`config.mk`:
```
export PLATFORM = sky130hd
export DESIGN_NAME = dpwm_top
export DESIGN_NICKNAME = d
export VERILOG_FILES = /design/src/rtl/dpwm_pkg.sv /design/src/rtl/dpwm_core.sv /design/src/rtl/dpwm_chan.sv /design/src/rtl/dpwm_top.sv
export SDC_FILE = /design/constraint.sdc
export NUM_CORES = 1
export LEC_CHECK = 0
export ABC_AREA = 1
export BUFFER_PORTS_ARGS = -buffer_cell sky130_fd_sc_hd__buf_4
export CORE_ASPECT_RATIO = 0.75
export CORE_MARGIN = 2
export CORE_UTILIZATION = 40
export CTS_CLUSTER_DIAMETER = 30
export DETAILED_ROUTE_END_ITERATION = 10
export HOLD_SLACK_MARGIN = 0.12
export PLACE_DENSITY = 0.63
export REMOVE_ABC_BUFFERS = 1
export SLEW_MARGIN = 20
export SYNTH_ARGS = -nofsm -noshare
export SYNTH_HDL_FRONTEND = slang
export SYNTH_SLANG_ARGS = --single-unit
```
`constraint.sdc`:
```
create_clock -name clk_i -period 2 [get_ports clk_i]
set_clock_uncertainty 0.1 [all_clocks]
set_input_delay 0.3 -clock clk_i [delete_from_list [all_inputs] [get_ports clk_i]]
set_output_delay 0.3 -clock clk_i [all_outputs]
set_load 0.03 [all_outputs]
```
`src/rtl/dpwm_pkg.sv`:
```
package dpwm_pkg;
  localparam int NREG         = 4;
  localparam int STAT_GROUP_W = 8;
  localparam int BUS_W        = 32;

  typedef enum logic [1:0] {
    SEL_CTL  = 2'd0,
    SEL_PRE  = 2'd1,
    SEL_PER  = 2'd2,
    SEL_DUTY = 2'd3
  } reg_sel_e;

  typedef struct packed {
    logic load_per;
    logic load_pre;
    logic stop_now;
    logic autoload;
    logic invert;
    logic enable;
  } ctl_t;

  localparam int CTL_W = $bits(ctl_t);
endpackage

```
`src/rtl/dpwm_core.sv`:
```
module dpwm_core #(
  parameter int PRE_W = 10,
  parameter int PER_W = 12
) (
  input  logic             clk_i,
  input  logic             rst_ni,
  input  logic             enable_i,
  input  logic             stop_now_i,
  input  logic             invert_i,
  input  logic [PRE_W-1:0] pre_i,
  input  logic [PER_W-1:0] per_i,
  input  logic [PER_W-1:0] duty_i,
  output logic             running_o,
  output logic             boundary_o,
  output logic             pwm_o
);
  logic             running_q;
  logic [PRE_W-1:0] pre_cnt_q;
  logic [PER_W-1:0] cnt_q;
  logic             pre_wrap, cnt_wrap;

  // >= so that a shrunk limit never lets a counter run past it
  assign pre_wrap = pre_cnt_q >= pre_i;
  assign cnt_wrap = cnt_q >= per_i;

  always_ff @(posedge clk_i or negedge rst_ni) begin
    if (!rst_ni) begin
      running_q <= 1'b0;
      pre_cnt_q <= '0;
      cnt_q     <= '0;
    end else if (!running_q) begin
      pre_cnt_q <= '0;
      cnt_q     <= '0;
      running_q <= enable_i;
    end else if (!enable_i && stop_now_i) begin
      running_q <= 1'b0;
      pre_cnt_q <= '0;
      cnt_q     <= '0;
    end else if (!pre_wrap) begin
      pre_cnt_q <= pre_cnt_q + 1'b1;
    end else begin
      pre_cnt_q <= '0;
      if (!cnt_wrap) begin
        cnt_q <= cnt_q + 1'b1;
      end else begin
        cnt_q     <= '0;
        running_q <= enable_i;
      end
    end
  end

  assign running_o  = running_q;
  assign boundary_o = running_q & pre_wrap & cnt_wrap;
  assign pwm_o      = (running_q & (cnt_q < duty_i)) ^ invert_i;

  a_r11_stop_now: assert property (@(posedge clk_i) disable iff (!rst_ni)
    running_q && !enable_i && stop_now_i |=> !running_q);

  a_r10_drain_hold: assert property (@(posedge clk_i) disable iff (!rst_ni)
    running_q && !enable_i && !stop_now_i && !boundary_o |=> running_q);

  a_r5_idle_cleared: assert property (@(posedge clk_i) disable iff (!rst_ni)
    !running_q |-> (cnt_q == '0 && pre_cnt_q == '0));
endmodule

```
`src/rtl/dpwm_chan.sv`:
```
module dpwm_chan
  import dpwm_pkg::*;
#(
  parameter int PRE_W = 10,
  parameter int PER_W = 12
) (
  input  logic                       clk_i,
  input  logic                       rst_ni,
  input  logic [NREG-1:0]            wr_sel_i,
  input  logic [BUS_W-1:0]           wdata_i,
  output logic [NREG-1:0][BUS_W-1:0] words_o,
  output logic [NREG-1:0]            pend_o,
  output logic                       pwm_o
);
  ctl_t             ctl_sh_q, ctl_act_q;
  logic [PRE_W-1:0] pre_sh_q, pre_act_q;
  logic [PER_W-1:0] per_sh_q, per_act_q;
  logic [PER_W-1:0] duty_sh_q, duty_act_q;
  logic [NREG-1:0]  pend_q, go;
  logic             running, boundary, xfer_all;
  logic             unused_wdata;

  assign unused_wdata = ^wdata_i;
  assign xfer_all = !running | (ctl_act_q.autoload & boundary);

  always_comb begin
    go           = '0;
    go[SEL_CTL]  = 1'b1;
    go[SEL_PRE]  = xfer_all | (!ctl_act_q.autoload & ctl_act_q.load_pre);
    go[SEL_PER]  = xfer_all | (!ctl_act_q.autoload & ctl_act_q.load_per);
    go[SEL_DUTY] = xfer_all | !ctl_act_q.autoload;
    // a write in the same cycle wins and keeps the flag set
    go           = go & pend_q & ~wr_sel_i;
  end

  always_ff @(posedge clk_i or negedge rst_ni) begin
    if (!rst_ni) begin
      ctl_sh_q   <= '0;
      pre_sh_q   <= '0;
      per_sh_q   <= '0;
      duty_sh_q  <= '0;
      ctl_act_q  <= '0;
      pre_act_q  <= '0;
      per_act_q  <= '0;
      duty_act_q <= '0;
      pend_q     <= '0;
    end else begin
      if (wr_sel_i[SEL_CTL])  ctl_sh_q  <= ctl_t'(wdata_i[CTL_W-1:0]);
      if (wr_sel_i[SEL_PRE])  pre_sh_q  <= wdata_i[PRE_W-1:0];
      if (wr_sel_i[SEL_PER])  per_sh_q  <= wdata_i[PER_W-1:0];
      if (wr_sel_i[SEL_DUTY]) duty_sh_q <= wdata_i[PER_W-1:0];
      if (go[SEL_CTL])  ctl_act_q  <= ctl_sh_q;
      if (go[SEL_PRE])  pre_act_q  <= pre_sh_q;
      if (go[SEL_PER])  per_act_q  <= per_sh_q;
      if (go[SEL_DUTY]) duty_act_q <= duty_sh_q;
      pend_q <= (pend_q & ~go) | wr_sel_i;
    end
  end

  dpwm_core #(.PRE_W(PRE_W), .PER_W(PER_W)) i_core (
    .clk_i      (clk_i),
    .rst_ni     (rst_ni),
    .enable_i   (ctl_act_q.enable),
    .stop_now_i (ctl_act_q.stop_now),
    .invert_i   (ctl_act_q.invert),
    .pre_i      (pre_act_q),
    .per_i      (per_act_q),
    .duty_i     (duty_act_q),
    .running_o  (running),
    .boundary_o (boundary),
    .pwm_o      (pwm_o)
  );

  always_comb begin
    words_o           = '0;
    words_o[SEL_CTL]  = BUS_W'(ctl_sh_q);
    words_o[SEL_PRE]  = BUS_W'(pre_sh_q);
    words_o[SEL_PER]  = BUS_W'(per_sh_q);
    words_o[SEL_DUTY] = BUS_W'(duty_sh_q);
  end
  assign pend_o = pend_q;

  a_r2_sel_onehot: assert property (@(posedge clk_i) disable iff (!rst_ni)
    $onehot0(wr_sel_i));

  a_r3_flag_set: assert property (@(posedge clk_i) disable iff (!rst_ni)
    (wr_sel_i != '0) |=> ((pend_q & $past(wr_sel_i)) == $past(wr_sel_i)));

  a_r4_ctl_lands: assert property (@(posedge clk_i) disable iff (!rst_ni)
    pend_q[SEL_CTL] && !wr_sel_i[SEL_CTL] |=> !pend_q[SEL_CTL]);

  a_r7_hold_duty: assert property (@(posedge clk_i) disable iff (!rst_ni)
    running && ctl_act_q.autoload && !boundary |=> $stable(duty_act_q));

  a_r8_pre_gated: assert property (@(posedge clk_i) disable iff (!rst_ni)
    running && !ctl_act_q.autoload && !ctl_act_q.load_pre |=> $stable(pre_act_q));
endmodule

```
`src/rtl/dpwm_top.sv`:
```
module dpwm_top
  import dpwm_pkg::*;
#(
  parameter int NUM_CH = 2,
  parameter int PRE_W  = 10,
  parameter int PER_W  = 12,
  parameter int ADDR_W = 7
) (
  input  logic              clk_i,
  input  logic              rst_ni,
  input  logic              wr_en_i,
  input  logic              rd_en_i,
  input  logic [ADDR_W-1:0] addr_i,
  input  logic [BUS_W-1:0]  wdata_i,
  output logic [BUS_W-1:0]  rdata_o,
  output logic [NUM_CH-1:0] pwm_o
);
  localparam logic [ADDR_W-1:0] STAT_ADDR = ADDR_W'(7'h40);

  logic [1:0]       slot, reg_idx;
  logic             in_chan, is_stat, unused_lsb;
  logic [BUS_W-1:0] rd_word, rdata_q;
  logic [NUM_CH-1:0][NREG-1:0][BUS_W-1:0] ch_words;
  logic [NUM_CH-1:0][NREG-1:0]            ch_pend;

  assign slot       = addr_i[5:4];
  assign reg_idx    = addr_i[3:2];
  assign unused_lsb = ^addr_i[1:0];
  assign in_chan    = (addr_i[ADDR_W-1:6] == '0) && (int'(slot) < NUM_CH);
  assign is_stat    = (addr_i[ADDR_W-1:2] == STAT_ADDR[ADDR_W-1:2]);

  for (genvar c = 0; c < NUM_CH; c++) begin : g_ch
    logic [NREG-1:0] sel;
    assign sel = (wr_en_i && in_chan && int'(slot) == c)
               ? ({{(NREG-1){1'b0}}, 1'b1} << reg_idx) : '0;

    dpwm_chan #(.PRE_W(PRE_W), .PER_W(PER_W)) i_chan (
      .clk_i    (clk_i),
      .rst_ni   (rst_ni),
      .wr_sel_i (sel),
      .wdata_i  (wdata_i),
      .words_o  (ch_words[c]),
      .pend_o   (ch_pend[c]),
      .pwm_o    (pwm_o[c])
    );
  end

  always_comb begin
    rd_word = '0;
    if (is_stat) begin
      for (int c = 0; c < NUM_CH; c++) rd_word[STAT_GROUP_W*c +: NREG] = ch_pend[c];
    end else if (in_chan) begin
      for (int c = 0; c < NUM_CH; c++) if (int'(slot) == c) rd_word = ch_words[c][reg_idx];
    end
  end

  always_ff @(posedge clk_i or negedge rst_ni) begin
    if (!rst_ni)      rdata_q <= '0;
    else if (rd_en_i) rdata_q <= rd_word;
  end
  assign rdata_o = rdata_q;

  a_r12_unmapped_zero: assert property (@(posedge clk_i) disable iff (!rst_ni)
    rd_en_i && !in_chan && !is_stat |=> rdata_o == '0);
endmodule

```
==> flow_metrics.tcl <==
set metrics [dict create \
    outcome "finished, violations left" \
    violations "setup timing" \
    grt-ovfl-total 0 \
    end_kind "primary output" \
    synth_edf_count 0 \
    hold_viol 0 \
    portBuffers 34 \
    synth-seq-cells 226 \
    fin_cells 2020 \
    grt_first_pass_wirelength_um 53700 \
    tightest_slew_ns 1.16 \
    synth_cell_type_count 43 \
    totalWireLength_um 35700 \
    mostFrequentLayoutCell "nand2_1" \
    start_util_pct 40.8 \
    setup_viol 104 \
    cts.sink_count 226 \
    clk_pin_slew_ns 0.05 \
    fin_crit_sh_pct 124 \
    grt_max_degree 60 \
    wl_per_cell_um 17.7 \
    drc 0 \
    coreArea_sq_um 29100 \
    vias_per_cell 5.17 \
    drv_cap 0 \
    tns_ns -20.28 \
    synthFlopType "dfrtp_1" \
    async_reset_ff_share_pct 100 \
    antenna_found_initial 0 \
    relSlewSlack_pct 22.4 \
    post-place-cells 1881 \
    slew_violations 0 \
    die_y_um 153 \
    critPathLaunchType "flop" \
    layout_common_cells "nand2_1, dfrtp_1, inv_1" \
    drive_gt1_share_pct 35.7 \
    synthToLayoutAreaGrowth_pct 43.8 \
    cts_tree "yes" \
    ctsRootBufferMaster "clkbuf_16" \
    grt_pass1_vias 10100 \
    gr-usage-all-layers_pct 22.0 \
    pre_cts_ws_ns -0.218 \
    syn_area_sq_um 11900 \
    critPathArrivalTime_ns 2.09 \
    peakVddDrop_mv 0.618 \
    ys_warn_count 0 \
    rows 54 \
    p_leak_uw 0.00816 \
    dr_total_vias 10400 \
    ys_top_cells_by_area "dfrtp_1, nand2_1, ha_1" \
    yosysSeqAreaShare_pct 47.7 \
    antenna_cells 0 \
    cp.required_ns 1.60 \
    min_path_type "primary input to flop" \
    gp_congestion 0.868 \
    insertion_delay_ns 0.54 \
    timing_worst_setup_path_type "flop to primary output" \
    synth_top_area_share_pct 47.7 \
    setup_ws_ns -0.490 \
    rsz0062_at_grt "yes" \
    fin_nets 1709 \
    fp.dieW_um 203 \
    fin_crit_ns 2.49 \
    cts_buffers 43 \
    dp_hpwl_um 23300 \
    fmax_ghz 0.402 \
    synth_area_per_cell_sq_um 8.56 \
    pin_count 77 \
    hold_ws_ns 0.176 \
    drtAntennaViolNets 0 \
    syn_inst 1386 \
    htreeDepth 2 \
    crit_fanout 2 \
    die_area_sq_um 31100 \
    first_pass_iters 5 \
    clock_tree.buffer_depth 3 \
    drt-initial-drc-count 929 \
    synth_area_leader_cell "dfrtp_1" \
    power.density_nw_per_um2 1280 \
]
repair_timing:
action | in CTS | in global routing
hold endpoints to repair | 315 | 0
hold buffers | 16 | 0
setup endpoints to repair | 90 | 115
pin swaps | 56 | 71
resized for setup | 194 | 187
buffers inserted | 24 | 13
gates cloned | 9 | 2
state kept, by name, summed over array words and instances (netlist names):
name and flops:
g_ch.i_chan.duty_sh_q 24, g_ch.i_chan.per_act_q 24, g_ch.i_chan.i_core.pre_cnt_q 20, g_ch.i_chan.ctl_act_q 12, g_ch.i_chan.duty_act_q 24, g_ch.i_chan.pre_act_q 20, g_ch.i_chan.words_o 12, g_ch.i_chan.pre_sh_q 20
rdata_o 12, g_ch.i_chan.i_core.running_o 2, g_ch.i_chan.i_core.cnt_q 24, g_ch.i_chan.pend_o 8, g_ch.i_chan.per_sh_q 24
Yosys cell counts (3+ instances only):
cell / instances
nand3_2: 5
o21ai_0: 71
nor2_1: 87
xor2_1: 5
inv_2: 7
nor2_2: 3
o21ai_1: 8
o22ai_1: 27
nor2_4: 5
ha_1: 70
buf_4: 31
dfrtp_1: 226
nand3_1: 112
buf_2: 22
buf_6: 3
mux2_1: 4
a22oi_1: 4
o31ai_1: 6
inv_1: 174
o2111ai_1: 6
nand2_2: 4
nor3_1: 15
clkbuf_1: 5
nand4_1: 9
a21oi_1: 61
nand2_1: 352
mux2_2: 40
worst paths after layout:
kind | slack (ns) | start | end | depth (start not counted)
min | 0.18 | addr_i[6] | rdata_o[2] | 6
min in group asynchronous | 0.20 | rst_ni | g_ch[0].i_chan.pre_act_q[4] | 2
max reg2reg | -0.35 | g_ch[0].i_chan.i_core.cnt_q[5] | g_ch[0].i_chan.i_core.cnt_q[10] | 12
max in group asynchronous | 0.98 | rst_ni | g_ch[1].i_chan.i_core.pre_cnt_q[4] | 3
max | -0.49 | g_ch[1].i_chan.i_core.cnt_q[7] | pwm_o[1] | 9
min reg2reg | 0.37 | g_ch[1].i_chan.per_act_q[5] | g_ch[1].i_chan.per_act_q[5] | 2
power breakdown:
part / internal [uW] / total [uW] / switching [uW]
sequential: 5680 / 6610 / 929
clock: 4970 / 7480 / 2510
combinational: 3340 / 7840 / 4490
total: 14000 / 21900 / 7930
layer usage:
layer  GRT usage, %  share of wire, %  vias up
li1               -                 -     4943
met1           33.1                46     5101
met2           31.1                43      344
met3           6.12               8.1       50
met4           5.67               2.0        0
met5              0                 0        -
final cells by class:
type | instances | area, sq um
inverter | 182 | 696
multi-input combinational | 937 | 6730
clock inverter | 22 | 288
timing repair buffer | 205 | 1970
fill | 2362 | 12100
sequential | 226 | 5660
clock buffer | 55 | 1220
timing repair inverter | 1 | 16.3
tap | 392 | 490
cell families (layout without fill, tap and decap cells):
family	count (synthesis)	in the layout	share of synthesized area, %
and+or+nand+nor	602	605	22.1
muxes	44	44	4.17
DFF	226	226	47.7
xor gates and xnor gates	7	7	0.517
other	1	20	0.0316
buffers and inverters	245	465	9.17
AOI/OAI and AO/OA	191	191	8.93
adders and majority gates	70	70	7.38
through the flow:
stage	instance area (sq um)	util, %	total power [uW]
floorplan	11500	-	9450
global placement	13300	45.6	11500
detailed placement	13300	45.6	11600
CTS	16100	55.5	20500
global route	17100	58.6	23100
finish	17100	58.6	21900
worst max-delay path: stages, from the launching register on:
cell,delay [ns]
dfrtp_1,0.38
buf_6,0.13
ha_4,0.23
a21oi_4,0.17
o31ai_4,0.09
a21oi_2,0.18
nand3_1,0.09
nand2_1,0.08
nand2_2,0.07
buf_6,0.14
Power figures use the tool's default switching activity.
